--- config.mk ---
export PLATFORM = sky130hd
export DESIGN_NAME = bank_addr_sel
export DESIGN_NICKNAME = d
export VERILOG_FILES = /design/src/rtl/bas_pkg.sv /design/src/rtl/bas_bank_reg.sv /design/src/rtl/bas_addr_map.sv /design/src/rtl/bas_sfr_detect.sv /design/src/rtl/bank_addr_sel.sv
export SDC_FILE = /design/constraint.sdc
export NUM_CORES = 1
export LEC_CHECK = 0
export ABC_AREA = 1
export BUFFER_PORTS_ARGS = -buffer_cell sky130_fd_sc_hd__buf_2
export CORE_AREA = 4 4 41 43
export DETAILED_ROUTE_END_ITERATION = 7
export DIE_AREA = 0 0 45 47
export PLACE_DENSITY = 0.5
export SKIP_LAST_GASP = 1
export SYNTH_ARGS = -nofsm -noshare
export SYNTH_HDL_FRONTEND = slang
export SYNTH_SLANG_ARGS = --single-unit
--- constraint.sdc ---
create_clock -name clk -period 1 [get_ports clk]
set_clock_uncertainty 0.15 [all_clocks]
set_input_delay 0.1 -clock clk [delete_from_list [all_inputs] [get_ports clk]]
set_output_delay 0.1 -clock clk [all_outputs]
set_load 0.05 [all_outputs]
--- src/rtl/bas_pkg.sv ---
// Package: shared types for the banked data address selector.
// Assumes: nothing beyond IEEE 1800-2017.
package bas_pkg;
    // Addressing mode chosen by the instruction's access-select flag.
    typedef enum logic {
        MODE_ACCESS = 1'b0,
        MODE_BANKED = 1'b1
    } acc_mode_e;
endpackage

--- src/rtl/bas_bank_reg.sv ---
// Module: bas_bank_reg
// Holds the bank selection loaded by the load-bank-literal operation.
// Assumes: only the low SEL_W bits of the literal are meaningful, so only
// those are stored; reset is synchronous and active low and wins over a load.
module bas_bank_reg #(
    parameter int BANK_W = 8,
    parameter int SEL_W  = 4
) (
    input  logic              clk,
    input  logic              rst_n,
    input  logic              load,
    input  logic [BANK_W-1:0] lit,
    output logic [SEL_W-1:0]  sel
);
    logic [SEL_W-1:0] sel_q;
    logic             unused_lit_hi;

    // Fold the ignored upper literal bits so they are visibly discarded.
    assign unused_lit_hi = ^lit[BANK_W-1:SEL_W];

    // Bank register: clear on reset, capture literal on load, else hold.
    always_ff @(posedge clk) begin
        if (!rst_n) begin
            sel_q <= '0;
        end else if (load) begin
            sel_q <= lit[SEL_W-1:0];
        end
    end

    assign sel = sel_q;
endmodule

--- src/rtl/bas_addr_map.sv ---
// Module: bas_addr_map
// Builds the full data address from the offset and either the fixed
// access window or the bank selection.
// Assumes: the access window splits the offset at its MSB; the lower half
// maps to the bottom of memory and the upper half to the top bank.
module bas_addr_map
    import bas_pkg::*;
#(
    parameter int OFS_W = 8,
    parameter int SEL_W = 4
) (
    input  acc_mode_e         mode,
    input  logic [OFS_W-1:0]  offset,
    input  logic [SEL_W-1:0]  bank_sel,
    output logic [SEL_W+OFS_W-1:0] addr
);
    localparam int MSB = OFS_W - 1;

    logic [SEL_W-1:0] win_hi;

    // Access-window high bits: all zero for the low half, all one for the high half.
    for (genvar g = 0; g < SEL_W; g++) begin : g_win
        assign win_hi[g] = offset[MSB];
    end

    // Choose the high address bits from the mode.
    always_comb begin
        if (mode == MODE_BANKED) begin
            addr = {bank_sel, offset};
        end else begin
            addr = {win_hi, offset};
        end
    end
endmodule

--- src/rtl/bas_sfr_detect.sv ---
// Module: bas_sfr_detect
// Flags addresses that fall in the special-function-register area.
// Assumes: the area runs from SFR_BASE to the top of the address space.
module bas_sfr_detect #(
    parameter int                ADDR_W   = 12,
    parameter logic [ADDR_W-1:0] SFR_BASE = 12'hF80
) (
    input  logic [ADDR_W-1:0] addr,
    output logic              hit
);
    // Compare against the base of the register area.
    always_comb begin
        hit = (addr >= SFR_BASE);
    end
endmodule

--- src/rtl/bank_addr_sel.sv ---
// Module: bank_addr_sel (top)
// Resolves a direct operand address from an offset field and an
// access-select flag, holding the bank register and flagging register-area hits.
// Assumes: addr and sfr_hit are combinational; bank loads land at the next edge.
module bank_addr_sel
    import bas_pkg::*;
#(
    parameter int                ADDR_W   = 12,
    parameter int                OFS_W    = 8,
    parameter int                BANK_W   = 8,
    parameter logic [ADDR_W-1:0] SFR_BASE = 12'hF80
) (
    input  logic              clk,
    input  logic              rst_n,
    input  logic              bank_load,
    input  logic [BANK_W-1:0] bank_lit,
    input  logic              acc_sel,
    input  logic [OFS_W-1:0]  offset,
    output logic [ADDR_W-1:0] addr,
    output logic              sfr_hit
);
    localparam int SEL_W = ADDR_W - OFS_W;

    acc_mode_e        mode;
    logic [SEL_W-1:0] bank_sel;

    // Translate the raw flag into the mode type.
    always_comb begin
        mode = acc_sel ? MODE_BANKED : MODE_ACCESS;
    end

    bas_bank_reg #(.BANK_W(BANK_W), .SEL_W(SEL_W)) u_bank (
        .clk   (clk),
        .rst_n (rst_n),
        .load  (bank_load),
        .lit   (bank_lit),
        .sel   (bank_sel)
    );

    bas_addr_map #(.OFS_W(OFS_W), .SEL_W(SEL_W)) u_map (
        .mode     (mode),
        .offset   (offset),
        .bank_sel (bank_sel),
        .addr     (addr)
    );

    bas_sfr_detect #(.ADDR_W(ADDR_W), .SFR_BASE(SFR_BASE)) u_sfr (
        .addr (addr),
        .hit  (sfr_hit)
    );
endmodule

==> key figures <==
GRT
  • Vias in the first global route: 248
  • Largest net degree at the start of global routing: 6
  • Gr ovfl total: 0
  • GRT Total Usage: 6.635%
  • First-pass GRT wire length: 986 um
  • Antenna violations before repair: 0

Run status
  • Failing checks: negative setup slack
  • Outcome: finished, violations left

STA
  • Fin crit period: 1250 ps
  • Fin. Hold Viols: 0
  • Setup TNS: -844.0 ps
  • Worst-Margin Slew: 248.9 ps
  • Hold WS: 20.27 ps
  • Fin crit share: 125.0%
  • Slew margin rel.: 83.52%
  • Max Slew Vio Count: 0
  • Max Freq: 799.9 MHz
  • Setup violators final: 5
  • Unrepaired setup endpoints after global routing: true
  • Fin worst setup slack: -250.2 ps

Floorplanning
  • Num rows: 13
  • I/O pins: 33
  • Starting Density: 18.94%
  • Die span in y: 47 um
  • Die ar.: 2115 um^2
  • Die width: 45 um
  • Core ar.: 1301 um^2

Route
  • DRC viols: 0
  • DR vias: 268
  • Via/cell ratio: 3.884
  • Antenna Violating Nets Remaining: 0
  • Drt wl/cell: 8.783 um
  • Final wirelength: 606 um
  • DR iter-0 viols: 0
  • 1st-pass router iterations: 1

Critical path
  • Req. time, crit path: 750 ps
  • Crit-path max FO: 2
  • Type of origin of the critical path: register
  • Slowest cell on the critical path: dfxtp_2
  • Worst setup EP type: output pin
  • Arr. time, crit path: 1000 ps
  • CP delay by family, top: flip-flops
  • Critical path buffers and inverters: 1
  • Slowest cell delay on critical path: 320 ps
  • Crit Path Category: register to output pin
  • Worst path cell trace: nand2_2 > nand2_4 > nand2_2 > nor2_4 > buf_6
  • Cell mode on critical path: nand2_2

Yosys
  • Mean Syn Cell Area: 6.486 um^2
  • Yosys warning total: 0
  • Register area share after synthesis: 32.49%
  • Mapped Cells: 38
  • Mapped Area: 246.5 um^2
  • Synth Net Count: 58
  • Synthesis-stage register bit count: 4
  • Yosys cell types: 8

Cells and area
  • Ant diodes: 0
  • Largest register FFs: 4
  • Layout cells sized above 1: 64.81%
  • Nets: 76
  • Area Growth Syn to Fin: 83.25%
  • Final instance area: 451.7 um^2

CTS
  • Sink Count: 4
  • CTS tree: yes
  • Reg clk slew, reported paths: 40 ps
  • Worst skew pair latency: 230 ps
  • TritonCTS Buffers: 3
  • Clock tree buffer depth: 2
  • Setup bufs post-CTS: 0
  • H-tree depth: 1
  • CTS root buffer: clkbuf_4

Power and ir drop
  • VDD IR max: 0.4953 mV
  • PD cells: 1252 nW/um^2
  • Pwr Total: 0.5657 mW
  • Static leakage: 0.2139 nW

Run
  • Max-cap violations: 0

Worst hold path
  • Worst hold path type: input pin to register

Placement
  • Routability Congestion: 0.6754
  • Dpl hpwl: 463 um
  • Buffers on Ports: 14
  • Area after DPL: 342.8 um^2
==> stage by stage <==
stage | utilization (%) | cells | setup slack [ps]
final | 34.71 | 69 | -250.2
after global placement | 26.35 | 61 | -195.1
after global routing | 34.71 | 69 | -306.2
after CTS | 34.42 | 69 | -264.1
after floorplan | - | 38 | -177.9
after detailed placement | 26.35 | 61 | -211.3
==> kinds of logic after synthesis <==
family                 Yosys count  share of synthesized area [%]
AO/OA/AOI/OAI                    4                          8.122
flip-flops                       4                          32.49
AND/OR/NAND/NOR                 20                          31.98
buffers and inverters           10                          27.41
==> area by class of cell <==
| type | count | area, um^2 |
|---|---|---|
| multi-input combinational | 24 | 161.4 |
| clock buffer | 3 | 22.52 |
| sequential | 4 | 85.08 |
| inverter | 2 | 7.507 |
| tap | 15 | 18.77 |
| timing repair buffer | 21 | 156.4 |
| fill | 148 | 849.6 |
==> cells in the mapped netlist, drive strengths merged <==
library cell,n,area share [%]
buf,8,24
nor2,9,14
o21ai,4,8.1
nand3,1,2.0
inv,2,3.0
nand2,10,16
dfxtp,4,32
==> per-layer routing <==
layer  vias to the layer above  GRT usage (%)  share of wire [%]
li1                        141              -                  -
met3                         0          1.149                 11
met1                       115          8.636                 44
met2                        12          8.757                 44
met4                         0          7.018                  0
met5                         -              0                  0
==> placed cells by master (no fill, tap or decap), types with 2 or more instances in the layout <==
| cell | instances |
|---|---|
| buf_4 | 3 |
| buf_2 | 10 |
| nand2_2 | 6 |
| dlygate4sd3_1 | 5 |
| nand2_4 | 4 |
| dfxtp_2 | 4 |
| o21ai_0 | 4 |
| buf_6 | 3 |
| nor2_1 | 8 |
| inv_1 | 2 |
| clkbuf_4 | 3 |
==> worst paths after layout <==
kind / from / slack, ps / endpoint / cells past startpoint
setup / recovery: u_bank.sel[0] / -250 / sfr_hit / 5
hold / removal: bank_load / 20 / u_bank.sel[2] / 3
setup reg to reg: u_bank.sel[0] / 210 / u_bank.sel[0] / 2
hold reg to reg: u_bank.sel[3] / 350 / u_bank.sel[3] / 2
==> where the power goes <==
group          switching, mW  internal (mW)
Sequential           0.00704          0.174
Clock                 0.0652          0.134
Combinational          0.113         0.0724
==> tightest hold or removal path, stage by stage <==
cell and delay, ps:
buf_2 110, o21ai_0 80, nor2_1 70
==> repair_timing <==
item | 4_1_cts | 5_1_grt
endpoints found under the hold margin | 4 | 0
resized for setup | 11 | 1
endpoints found under the setup margin | 5 | 5
pin swaps | 4 | 0
gates cloned | 0 | 0
hold buffers | 5 | 0
No activity file was read; power rests on OpenSTA's default activity.
